## src/rtl/cfg_loader_pkg.sv

```systemverilog
package cfg_loader_pkg;

   // Sequence phases of the loader
   typedef enum logic [2:0] {
      ST_IDLE,
      ST_RESET,
      ST_CLEAR,
      ST_PRE,
      ST_LOAD,
      ST_POST
   } ld_state_e;

endpackage

```

## src/rtl/cfg_us_timer.sv

```systemverilog
// Microsecond interval timer: a prescaler divides the system clock down to
// 1 us ticks and a tick counter flags when the requested count has elapsed.
module cfg_us_timer #(
   parameter int CLK_MHZ = 50,
   parameter int US_W    = 16
) (
   input  logic            clk_i,
   input  logic            rst_ni,
   input  logic            en_i,
   input  logic            clr_i,
   input  logic [US_W-1:0] limit_i,
   output logic            expired_o
);
   localparam int PW = (CLK_MHZ > 1) ? $clog2(CLK_MHZ) : 1;
   localparam logic [PW-1:0] PRE_TOP = PW'(CLK_MHZ - 1);

   logic [PW-1:0]   pre_q;
   logic [US_W-1:0] us_q;
   logic            tick;
   logic            final_us;

   assign tick      = en_i && (pre_q == PRE_TOP);
   // a limit of zero is served as one microsecond
   assign final_us  = ((US_W+1)'(us_q) + (US_W+1)'(1)) >= (US_W+1)'(limit_i);
   assign expired_o = tick && final_us;

   always_ff @(posedge clk_i or negedge rst_ni) begin
      if (!rst_ni) begin
         pre_q <= '0;
         us_q  <= '0;
      end else if (clr_i) begin
         pre_q <= '0;
         us_q  <= '0;
      end else if (en_i) begin
         pre_q <= tick ? '0 : pre_q + 1'b1;
         if (tick) us_q <= final_us ? '0 : us_q + 1'b1;
      end
   end

   AST_PRESCALE_BOUND: assert property (@(posedge clk_i) disable iff (!rst_ni)
      pre_q <= PRE_TOP);

   AST_TIMER_CLEARED: assert property (@(posedge clk_i) disable iff (!rst_ni)
      clr_i |=> (pre_q == '0 && us_q == '0));

endmodule

```

## src/rtl/cfg_sclk_gen.sv

```systemverilog
// Serial clock phase engine: low phase first, then high phase, each lasting
// one system clock (fast) or half_i+1 system clocks (slow).
module cfg_sclk_gen #(
   parameter int HALF_W = 8
) (
   input  logic              clk_i,
   input  logic              rst_ni,
   input  logic              run_i,
   input  logic              restart_i,
   input  logic              slow_i,
   input  logic [HALF_W-1:0] half_i,
   output logic              sclk_o,
   output logic              fall_o
);
   logic [HALF_W-1:0] ph_q;
   logic [HALF_W-1:0] phase_lim;
   logic              sclk_q;
   logic              phase_end;

   assign phase_lim = slow_i ? half_i : '0;
   assign phase_end = run_i && (ph_q == phase_lim);
   assign fall_o    = phase_end && sclk_q;
   assign sclk_o    = sclk_q;

   always_ff @(posedge clk_i or negedge rst_ni) begin
      if (!rst_ni) begin
         ph_q   <= '0;
         sclk_q <= 1'b0;
      end else if (restart_i) begin
         ph_q   <= '0;
         sclk_q <= 1'b0;
      end else if (run_i) begin
         if (phase_end) begin
            ph_q   <= '0;
            sclk_q <= ~sclk_q;
         end else begin
            ph_q   <= ph_q + 1'b1;
         end
      end
   end

   AST_PHASE_HOLD: assert property (@(posedge clk_i) disable iff (!rst_ni)
      (run_i && !restart_i && ph_q != phase_lim) |=> $stable(sclk_q));

   AST_IDLE_LOW: assert property (@(posedge clk_i) disable iff (!rst_ni)
      restart_i |=> !sclk_q);

endmodule

```

## src/rtl/cfg_loader.sv

```systemverilog
module cfg_loader
   import cfg_loader_pkg::*;
#(
   parameter int CLK_MHZ     = 50,
   parameter int US_W        = 16,
   parameter int CNT_W       = 8,
   parameter int HALF_W      = 8,
   parameter int BYTE_W      = 8,
   parameter int SYNC_STAGES = 2
) (
   input  logic              clk_i,
   input  logic              rst_ni,
   input  logic              start_i,
   input  logic              slow_mode_i,
   input  logic [US_W-1:0]   hold_us_i,
   input  logic [US_W-1:0]   wait_us_i,
   input  logic [CNT_W-1:0]  lead_clks_i,
   input  logic [CNT_W-1:0]  trail_clks_i,
   input  logic [HALF_W-1:0] half_period_i,
   input  logic [BYTE_W-1:0] s_data_i,
   input  logic              s_valid_i,
   input  logic              s_last_i,
   output logic              s_ready_o,
   output logic              cfg_rst_no,
   output logic              cfg_cs_no,
   output logic              cfg_sclk_o,
   output logic              cfg_copi_o,
   input  logic              cfg_done_i,
   output logic              busy_o,
   output logic              done_o,
   output logic              error_o
);
   localparam int BC_W = $clog2(BYTE_W + 1);

   // elaboration-time parameter checks
   if (CLK_MHZ < 1) begin : g_bad_clk
      $error("cfg_loader: CLK_MHZ must be at least 1");
   end
   if (BYTE_W < 2) begin : g_bad_byte
      $error("cfg_loader: BYTE_W must be at least 2");
   end
   if (SYNC_STAGES < 0 || SYNC_STAGES > 4) begin : g_bad_sync
      $error("cfg_loader: SYNC_STAGES must be 0 to 4");
   end

   ld_state_e         state_q, state_d;
   logic [CNT_W-1:0]  clk_cnt_q;
   logic [BYTE_W-1:0] shreg_q;
   logic [BC_W-1:0]   bits_q;
   logic              last_q, done_q, err_q;
   logic              done_s, tmr_exp, tmr_en, sclk_fall, sclk_run, restart;
   logic              accept, lead_left, trail_left, bits_empty;
   logic [US_W-1:0]   tmr_limit;

   // configuration-done synchronizer, depth chosen by parameter
   if (SYNC_STAGES == 0) begin : g_nosync
      assign done_s = cfg_done_i;
   end else begin : g_sync
      logic [SYNC_STAGES-1:0] sync_q;
      always_ff @(posedge clk_i or negedge rst_ni) begin
         if (!rst_ni) sync_q <= '0;
         else         sync_q <= (sync_q << 1) | SYNC_STAGES'(cfg_done_i);
      end
      assign done_s = sync_q[SYNC_STAGES-1];
   end

   assign bits_empty = (bits_q == '0);
   assign lead_left  = clk_cnt_q < lead_clks_i;
   assign trail_left = clk_cnt_q < trail_clks_i;
   assign s_ready_o  = (state_q == ST_LOAD) && bits_empty && !last_q;
   assign accept     = s_ready_o && s_valid_i;

   always_comb begin
      state_d = state_q;
      unique case (state_q)
         ST_IDLE:  if (start_i)               state_d = ST_RESET;
         ST_RESET: if (tmr_exp)               state_d = ST_CLEAR;
         ST_CLEAR: if (tmr_exp)               state_d = ST_PRE;
         ST_PRE:   if (!lead_left)            state_d = ST_LOAD;
         ST_LOAD:  if (bits_empty && last_q)  state_d = ST_POST;
         ST_POST:  if (!trail_left)           state_d = ST_IDLE;
         default:                             state_d = ST_IDLE;
      endcase
   end

   assign restart   = (state_d != state_q);
   assign tmr_en    = (state_q == ST_RESET) || (state_q == ST_CLEAR);
   assign tmr_limit = (state_q == ST_CLEAR) ? wait_us_i : hold_us_i;
   assign sclk_run  = ((state_q == ST_PRE)  && lead_left)  ||
                      ((state_q == ST_POST) && trail_left) ||
                      ((state_q == ST_LOAD) && !bits_empty);

   cfg_us_timer #(.CLK_MHZ(CLK_MHZ), .US_W(US_W)) u_timer (
      .clk_i     (clk_i),
      .rst_ni    (rst_ni),
      .en_i      (tmr_en),
      .clr_i     (restart),
      .limit_i   (tmr_limit),
      .expired_o (tmr_exp)
   );

   cfg_sclk_gen #(.HALF_W(HALF_W)) u_sclk (
      .clk_i     (clk_i),
      .rst_ni    (rst_ni),
      .run_i     (sclk_run),
      .restart_i (restart),
      .slow_i    (slow_mode_i),
      .half_i    (half_period_i),
      .sclk_o    (cfg_sclk_o),
      .fall_o    (sclk_fall)
   );

   always_ff @(posedge clk_i or negedge rst_ni) begin
      if (!rst_ni) begin
         state_q   <= ST_IDLE;
         clk_cnt_q <= '0;
         shreg_q   <= '0;
         bits_q    <= '0;
         last_q    <= 1'b0;
         done_q    <= 1'b0;
         err_q     <= 1'b0;
      end else begin
         state_q <= state_d;
         if (restart)
            clk_cnt_q <= '0;
         else if (sclk_fall && (state_q == ST_PRE || state_q == ST_POST))
            clk_cnt_q <= clk_cnt_q + 1'b1;
         if (accept) begin
            shreg_q <= s_data_i;
            bits_q  <= BC_W'(BYTE_W);
            last_q  <= s_last_i;
         end else if (sclk_fall && state_q == ST_LOAD) begin
            shreg_q <= shreg_q << 1;
            bits_q  <= bits_q - 1'b1;
         end
         if (state_q == ST_IDLE && start_i) begin
            last_q <= 1'b0;
            done_q <= 1'b0;
            err_q  <= 1'b0;
         end else if (state_q == ST_POST && !trail_left) begin
            done_q <= done_s;
            err_q  <= !done_s;
         end
      end
   end

   assign cfg_rst_no = (state_q != ST_RESET);
   assign cfg_cs_no  = (state_q != ST_LOAD);
   assign cfg_copi_o = shreg_q[BYTE_W-1];
   assign busy_o     = (state_q != ST_IDLE);
   assign done_o     = done_q;
   assign error_o    = err_q;

   AST_IDLE_QUIET: assert property (@(posedge clk_i) disable iff (!rst_ni)
      !busy_o |-> (!cfg_sclk_o && cfg_cs_no && cfg_rst_no && !s_ready_o));

   AST_RESET_QUIET: assert property (@(posedge clk_i) disable iff (!rst_ni)
      !cfg_rst_no |-> (cfg_cs_no && !cfg_sclk_o));

   AST_NO_REPEAT_RESET: assert property (@(posedge clk_i) disable iff (!rst_ni)
      (busy_o && cfg_rst_no) |=> cfg_rst_no);

   AST_COPI_HOLD: assert property (@(posedge clk_i) disable iff (!rst_ni)
      cfg_sclk_o |=> (!cfg_sclk_o || $stable(cfg_copi_o)));

   AST_READY_IN_PAYLOAD: assert property (@(posedge clk_i) disable iff (!rst_ni)
      s_ready_o |-> (!cfg_cs_no && !cfg_sclk_o));

   AST_FLAGS_EXCL: assert property (@(posedge clk_i) disable iff (!rst_ni)
      !(done_o && error_o));

   AST_FLAGS_AFTER_RUN: assert property (@(posedge clk_i) disable iff (!rst_ni)
      busy_o |-> (!done_o && !error_o));

endmodule

```

## config.mk

```make
export PLATFORM = sky130hd
export DESIGN_NAME = cfg_loader
export DESIGN_NICKNAME = d
export VERILOG_FILES = /design/src/rtl/cfg_loader_pkg.sv /design/src/rtl/cfg_us_timer.sv /design/src/rtl/cfg_sclk_gen.sv /design/src/rtl/cfg_loader.sv
export SDC_FILE = /design/constraint.sdc
export NUM_CORES = 1
export LEC_CHECK = 0
export BUFFER_PORTS_ARGS = -buffer_cell sky130_fd_sc_hd__buf_2
export CAP_MARGIN = 25
export CORE_ASPECT_RATIO = 0.7
export CORE_MARGIN = 1
export CORE_UTILIZATION = 46
export CTS_CLUSTER_SIZE = 28
export DETAILED_ROUTE_END_ITERATION = 10
export PLACE_DENSITY = 0.68
export SYNTH_ARGS = -nofsm -noshare
export SYNTH_HDL_FRONTEND = slang
export SYNTH_SLANG_ARGS = --single-unit
```

## constraint.sdc

```tcl
create_clock -name clk_i -period 9.41 [get_ports clk_i]
set_input_delay 1.882 -clock clk_i [delete_from_list [all_inputs] [get_ports clk_i]]
set_output_delay 1.882 -clock clk_i [all_outputs]
set_load 0.1 [all_outputs]
```

Word-level counts from Yosys, hierarchy flattened --
Index checks and enable logic that the tools add are counted. W data, S select, Z words.
Operators by class: add/subtract/negate cells 6, $lt $le $gt $ge 3, equality and inequality tests 10, muxes and demuxes 34, bitwise logic cells 2, reduce and logical (&&, ||, !) cells 36
Operator list (count):
- $mux W16 | 5
- $mux W8 | 8
- $mux W3 | 6
- $mux W6 | 3
- $pmux W3 S6 | 1
- $add A16 B1 Y17 const B | 1
- $ge A17 B16 Y1 | 1
- $add A16 B1 Y16 const B | 1
- $add A8 B1 Y8 const B | 2
- $lt A8 B8 Y1 | 2
- $reduce_bool A2 Y1 | 8
- $logic_and A1 B1 Y1 | 15
- $mux W1 | 9
- $eq A8 B8 Y1 | 1
- $mux W4 | 2
- $add A6 B1 Y6 const B | 1
- $eq A3 B2 Y1 const B | 2
- $eq A3 B3 Y1 const B | 2
- $eq A6 B6 Y1 const B | 1
- $logic_not A1 Y1 | 4
- $logic_not A4 Y1 | 1
- $logic_or A1 B1 Y1 | 4
- $reduce_and A2 Y1 | 2
- $sub A4 B1 Y4 const B | 1
- other kinds (8) | 8
Storage, ports and cells: register bits 59, input bits 71, output and inout bits 8, logic and storage cells 103

Logic depth before layout (Yosys ltp) --
Gate-level depths: netlist of run 1.
word-level depth 9, gate-level depth with buffers 14, gate-level depth less buffers 12

Cells and area by module --
A second synthesis of run 1 with hierarchy kept.
Second synthesis, totals: cell total of the unflattened synthesis 514, area, all modules 4586.9 um2
By module, submodules not included:
- cfg_loader | instances 1, cells each 237, area each 2152.1 um2, seq. area each 700.7 um2
- cfg_us_timer | instances 1, cells each 205, area each 1769.2 um2, seq. area each 550.5 um2
- cfg_sclk_gen | instances 1, cells each 72, area each 665.6 um2, seq. area each 225.2 um2

Worst setup path after synthesis of run 1 --
OpenSTA, ideal clock, no wires.
path type register to output, start reg state_q[2], end out s_ready_o, arrival 3917 ps, required time 7528 ps, setup slack 3611 ps, stages on the path, launching flop included 5, path buffers 1, cell sequence dfrtp_1 -> clkbuf_1 -> nand2b_1 -> nand2b_1 -> nor3b_1
On the way: word-level cells in the longest chain between the ends 3
Ends and longest elaborated chain:
- start: declaration | RTL line cfg_loader.sv:46 | ld_state_e state_q, state_d;
- start signal: assignment | RTL line cfg_loader.sv:123 | state_q <= state_d;
- $eq A3 B3 Y1 | RTL line cfg_loader.sv:70 | assign s_ready_o = (state_q == ST_LOAD) && bits_empty && !last_q;
- $logic_and A1 B1 Y1 (2 in series) | RTL line cfg_loader.sv:70
- end: declaration | RTL line cfg_loader.sv:23 | output logic s_ready_o,
Every way passes these cells.

Final worst setup path of run 1 --
start reg u_timer.us_q[0], end reg state_q[0]
On the way: word-level cells in the longest chain between the ends 5, elaborated cells on any way between the ends 6, those cells by class add/sub (1); order compare (1); mux (3); reduce/logical (1)
Ends and longest elaborated chain:
- start: declaration | RTL line cfg_us_timer.sv:18 | logic [US_W-1:0] us_q;
- start signal: assignment | RTL line cfg_us_timer.sv:36 | if (tick) us_q <= final_us ? '0 : us_q + 1'b1;
- $add A16 B1 Y17 * | RTL line cfg_us_timer.sv:24 | assign final_us = ((US_W+1)'(us_q) + (US_W+1)'(1)) >= (US_W+1)'(limit_i);
- $ge A17 B16 Y1 * | RTL line cfg_us_timer.sv:24
- $logic_and A1 B1 Y1 * | RTL line cfg_us_timer.sv:25 | assign expired_o = tick && final_us;
- $mux W3, on equally long branches | RTL line cfg_loader.sv:78, cfg_loader.sv:77
- $pmux W3 S6 * | RTL line cfg_loader.sv:75 | unique case (state_q)
- net state_d[0] | RTL line cfg_loader.sv:46
Mark *: on every way through the listed nets, which the timed path passes. The rest lies on a longest branch. A chain may end at the register's enable or synchronous reset.

==> results of run 1 <==
cell families (layout without fill, tap and decap cells):
family | after synthesis | count (layout) | share of synthesized area
flops | 59 | 59 | 0.3329
xor+xnor | 21 | 21 | 0.04147
fa+ha+maj | 37 | 37 | 0.1044
buf+inv | 62 | 137 | 0.05867
simple gates | 186 | 186 | 0.2358
mux | 21 | 21 | 0.04767
compound gates | 121 | 121 | 0.1791
through the flow:
stage               std cells  cell area, um^2  setup WS [ns]
global placement          690             4892          5.001
finish                    706             5187          4.928
floorplan                 507             4436          3.611
global route              706             5187          4.577
CTS                       705             5172          5.020
detailed placement        690             4892          4.889
power by group through the flow:
stage	combinational (mW)	clock [mW]	sequential, mW
2_1_floorplan	0.0860	0	0.286
3_3_place_gp	0.115	0	0.293
3_5_place_dp	0.118	0	0.294
4_1_cts	0.120	0.308	0.290
5_1_grt	0.136	0.320	0.293
6_report	0.119	0.306	0.290
final cells by class:
| type | count | area (um^2) | share of cell area |
|---|---|---|---|
| Clock inverter | 2 | 10.01 | 0.001930 |
| Sequential cell | 59 | 1476 | 0.2846 |
| Inverter | 41 | 153.9 | 0.02967 |
| Clock buffer | 13 | 270.3 | 0.05210 |
| Multi-Input combinational cell | 386 | 2701 | 0.5207 |
| Timing Repair Buffer | 81 | 420.4 | 0.08104 |
| Tap cell | 124 | 155.1 | 0.02991 |
registers in the layout, summed over array words and instances, names as in the netlist:
name and flops:
bits_q 4, clk_cnt_q 8, done_o 1, error_o 1
g_sync.sync_q 2, last_q 1, shreg_q 8, state_q 3
u_sclk.ph_q 8, u_sclk.sclk_o 1, u_timer.pre_q 6, u_timer.us_q 16
critical path, cell delays in order (launching register included):
cell and delay [ns]:
dfrtp_1 0.45, nand2_1 0.13, nor4_2 0.65, or4b_2 0.66, xnor2_1 0.17, ha_1 0.29, nand2_1 0.06, nor3_1 0.37
nand3_1 0.45, a21oi_2 0.90, mux2i_1 0.26
layer usage:
metal  global-route usage  vias up  part of all wire
met5                    0        -                 0
met4              0.05682        0             0.012
met3              0.05910       22             0.069
met2               0.3330      162              0.44
met1               0.3326     1940              0.48
li1                     -     2009                 -
path summary, 6_finish.rpt:
check,cells past startpoint,end,slack [ns],start
worst min register to register,0,g_sync.sync_q[1],0.36,g_sync.sync_q[0]
worst min-delay path,0,g_sync.sync_q[1],0.36,g_sync.sync_q[0]
worst max register to register,10,state_q[0],4.93,u_timer.us_q[0]
max in group asynchronous,2,u_sclk.ph_q[3],7.20,rst_ni
min in group asynchronous,2,shreg_q[6],1.70,rst_ni
worst max-delay path,10,state_q[0],4.93,u_timer.us_q[0]
synth_stat cells, types with 2 or more instances:
library cell,n
and3_1,14
o221ai_1,4
o22ai_1,15
or4_1,7
o31ai_1,8
nand3b_1,2
buf_6,3
and2_1,5
a31oi_1,2
xor2_1,10
nor3_1,7
a31o_2,2
xnor2_1,11
nand3_1,22
o211ai_1,2
nor2b_1,4
dfrtp_1,59
inv_1,41
nor2_1,27
mux2i_1,20
or3_1,4
clkbuf_1,16
nand4bb_1,6
a21o_1,5
a211oi_1,17
ha_1,37
nand2_1,43
o22a_1,3
nor4_1,5
nand4_1,12
nand4b_1,5
nand2b_1,8
a21oi_1,32
o21ai_0,19
nor3b_1,4
==> impl_metrics.yaml, run 1 <==
outcome:
  outcome: "complete, no violations"
global_routing:
  antenna_found_initial: 0
  track_usage: 0.2272
  grt_start_max_net_pins: 60
  first_global_vias: 3753
  grt-ovfl-total: 0
  grt_pass1_wl_mm: 18.25
timing:
  hold_violations: 0
  tns_ns: 0
  worst_pin_slew_ns: 0.9641
  period_minus_slack_ns: 4.482
  rsz0062_at_grt: "no"
  finalMaxSlewViolations: 0
  period_share: 0.4763
  setup_violations: 0
  holdWs_ns: 0.3619
  finClkSkew_ns: 0.005574
  fmaxAchievable_mhz: 223.1
  slew_headroom: 0.3572
worst_hold_path:
  hold_path_class: "flip-flop to flip-flop"
die:
  core-area_um2: 9216
  die_area_um2: 10050
  die_h_um: 84.16
  die_x_um: 119.4
  io_pins: 79
  placementRows: 29
  initial_core_util: 0.4813
clock_tree:
  cts.sinks: 59
  clk_pin_slew_ns: 0.05
  clockRootBuffer: "clkbuf_16"
  worstSkewPairLatency_ns: 0.33
  cts_buffers: 9
  post_cts_resized: 0
  htree_num_levels: 3
  clock_path_buffers: 2
  cts_tree: "done"
  holdBufCountCts: 0
  postCtsSetupRepairBufs: 0
detailed_routing:
  wl_mm: 10.89
  first_pass_iters: 5
  vias: 4133
  drt_iter0_markers: 270
  wl_per_cell_um: 15.42
  drc: 0
  viasPerCell: 5.854
  ant_nets: 0
yosys:
  ys.flop_type: "dfrtp_1"
  synth.distinct_cells: 61
  yosysTopAreaCell: "dfrtp_1"
  syn-cell-area_um2: 4436
  synthesis.nets: 615
  synth_cells: 507
  ys_warn_count: 0
  ys_async_sr_fraction: 1.000
  synth_enable_flop_cells: 0
  synth_top_area_frac: 0.3329
  yosys-top-cells-area: "dfrtp_1 33%, ha_1 10%, mux2i_1 4.5%"
  ys_seq_area_frac: 0.3329
  ys_ff_latch: 59
  syn_area_per_cell_um2: 8.749
finish:
  insertedDiodeCount: 0
  syn2layout_area_growth_pct: 16.95
  n_fill_cell: 826
  final_common_cell: "buf_2"
  post-route-util: 0.5629
  final_cell_mix: "78 x buf_2, 59 x dfrtp_1, 43 x nand2_1, 41 x inv_1, 37 x ha_1"
  drive_above_1_share: 0.1890
  nets: 686
pwr:
  p_comb_frac: 0.166
  power.switching_mw: 0.2021
  power.internal_mw: 0.5120
  power.total_mw: 0.7142
  p_seq_frac: 0.406
  p_leak_nw: 2.469
  peakVddDrop_mv: 0.1146
  swShare: 0.2831
  p_per_area_nw_per_um2: 137.7
  p_clk_frac: 0.428
job:
  drv_cap: 0
setup_path:
  start_kind: "flip-flop"
  end_kind: "flip-flop"
  worstPathArrival_ns: 4.73
  cp_max_fo: 19
  worstPathRequired_ns: 9.66
  crit_type: "flip-flop to flip-flop"
placed_design:
  gp_congestion: 0.8127
  io_buffers: 78
  dp_hpwl_mm: 8.023
Power figures use the tool's default switching activity.
==> run 2: changes to the inputs <==
PLACE_DENSITY = 0.7   (was 0.68)
clock period = 3.8 ns   (was 9.41 ns; I/O delays follow)
==> run 2 against run 1 <==
  * Maximum frequency increased by 28%
  * Routed wire length is 0.76% lower
  * Clock power rose by 120%
==> impl_metrics.yaml, run 2 (synthesis gave the netlist of run 1 again) <==
clock_tree:
  worstSkewPairLatency_ns: 0.32
  clockRootBuffer: "clkbuf_16"
  postCtsSetupRepairBufs: 0
  cts_tree: "done"
  holdBufCountCts: 0
  clk_pin_slew_ns: 0.05
  clock_path_buffers: 2
  cts.sinks: 59
  cts_buffers: 9
  post_cts_resized: 0
  htree_num_levels: 3
finish:
  final_area_um2: 5223
  syn2layout_area_growth_pct: 17.74
  final_common_cell: "buf_2"
  nets: 695
  final_cell_mix: "78 x buf_2, 59 x dfrtp_1, 43 x nand2_1, 41 x inv_1, 37 x ha_1"
  drive_above_1_share: 0.1973
  regMostFlops: "u_timer.us_q"
  n_fill_cell: 842
  largest_register_ffs: 16
  insertedDiodeCount: 0
die:
  die_area_um2: 10050
  initial_core_util: 0.4813
  die_h_um: 84.16
  placementRows: 29
  core-area_um2: 9216
  io_pins: 79
  die_x_um: 119.4
detailed_routing:
  wl_mm: 10.81
  drc: 0
  wl_met2_mm: 4.819
  drt_iter0_markers: 293
  first_pass_iters: 5
  wl_met3_um: 717
  vias: 4132
  ant_nets: 0
  viasPerCell: 5.803
  highest_layer: "met4"
  wl_per_cell_um: 15.18
  met1_length_mm: 5.177
timing:
  period_minus_slack_ns: 3.504
  finClkSkew_ns: 0.005352
  slew_headroom: 0.3444
  fmaxAchievable_mhz: 285.4
  setup_violations: 0
  hold_violations: 0
  finalMaxSlewViolations: 0
  tns_ns: 0
  rsz0062_at_grt: "no"
  holdWs_ns: 0.3351
  period_share: 0.9220
  worst_pin_slew_ns: 0.9835
setup_path:
  worstPathRequired_ns: 4.04
  crit_type: "flip-flop to flip-flop"
  cp-startpoint: "u_timer.us_q[0]"
  start_kind: "flip-flop"
  cp_max_fo: 19
  reg2reg_slack_ns: 0.30
  end_kind: "flip-flop"
  reg2reg_depth: 13
  r2r_end: "state_q[0]"
  endpoint: "state_q[0]"
  r2r_start: "u_timer.us_q[0]"
  worstPathArrival_ns: 3.75
outcome:
  outcome: "complete, no violations"
pwr:
  power.switching_mw: 0.4833
  p_comb_frac: 0.186
  p_clk_frac: 0.397
  peakVddDrop_mv: 0.2566
  power.total_mw: 1.695
  power.internal_mw: 1.211
  swShare: 0.2852
  p_seq_frac: 0.417
  p_per_area_nw_per_um2: 324.5
  p_leak_nw: 2.493
worst_hold_path:
  hold_path_class: "primary input to async pin"
global_routing:
  grt_start_max_net_pins: 46
  first_global_vias: 3883
  grt_pass1_wl_mm: 18.22
  antenna_found_initial: 0
  grt-ovfl-total: 0
  track_usage: 0.2265
placed_design:
  gp_congestion: 0.8789
  dp_hpwl_mm: 8.148
  io_buffers: 78
  place_area_um2: 4985
job:
  drv_cap: 0
[run 2: cell types whose count changed in the layout (fill, tap and decap cells not counted), sizes merged]
cell	delta
clkinv	-1
clkbuf	-2
buf	+9
[run 2: critical path, stage by stage, from the launching register on]
cell     delay [ns]
dfrtp_1        0.43
ha_1           0.24
and3_1         0.24
nand4_1        0.25
nor4_1         0.37
xnor2_1        0.14
ha_1           0.32
nand3_1        0.09
nor3_1         0.29
o31ai_1        0.12
and4_2         0.34
a21oi_2        0.21
buf_12         0.18
mux2i_1        0.20
[run 2: routing by layer]
layer	up-vias	GRT usage
met3	10	0.05095
met2	135	0.3457
met5	-	0
met1	1959	0.3264
met4	0	0.05455
li1	2028	-
[run 2: worst min path at each step]
stage                     start          endpoint  slack, ns  depth (start not counted)
3_3_place_gp   g_sync.sync_q[0]  g_sync.sync_q[1]       0.33                          0
3_5_place_dp   g_sync.sync_q[0]  g_sync.sync_q[1]       0.34                          0
5_1_grt        g_sync.sync_q[0]  g_sync.sync_q[1]       0.35                          0
4_1_cts                  rst_ni        shreg_q[2]       0.33                          1
2_1_floorplan  g_sync.sync_q[0]  g_sync.sync_q[1]       0.33                          0
6_report                 rst_ni        shreg_q[2]       0.34                          1
[run 2: power by group through the flow]
stage / Combinational, mW / Sequential [mW] / Clock [mW]
after floorplan: 0.213 / 0.709 / 0
after global placement: 0.306 / 0.713 / 0
after detailed placement: 0.312 / 0.716 / 0
after CTS: 0.317 / 0.707 / 0.686
after global routing: 0.358 / 0.712 / 0.715
final: 0.316 / 0.707 / 0.672
[run 2: area by class of cell]
class / count / area [um^2] / area share
Clock buffer: 11 / 232.7 / 0.04456
Timing Repair Buffer: 90 / 493.0 / 0.09439
Inverter: 41 / 153.9 / 0.02947
Multi-Input combinational cell: 386 / 2706 / 0.5182
Sequential cell: 59 / 1476 / 0.2827
Tap cell: 124 / 155.1 / 0.02971
Clock inverter: 1 / 5.005 / 0.0009583
[run 2: per-stage QoR]
step	worst slack [ns]	cells	utilization
6_report	0.2962	712	0.5667
3_5_place_dp	0.3349	700	0.5409
5_1_grt	0.01547	712	0.5667
4_1_cts	0.3148	712	0.5667
2_1_floorplan	0.1561	507	-
3_3_place_gp	0.4604	700	0.5409
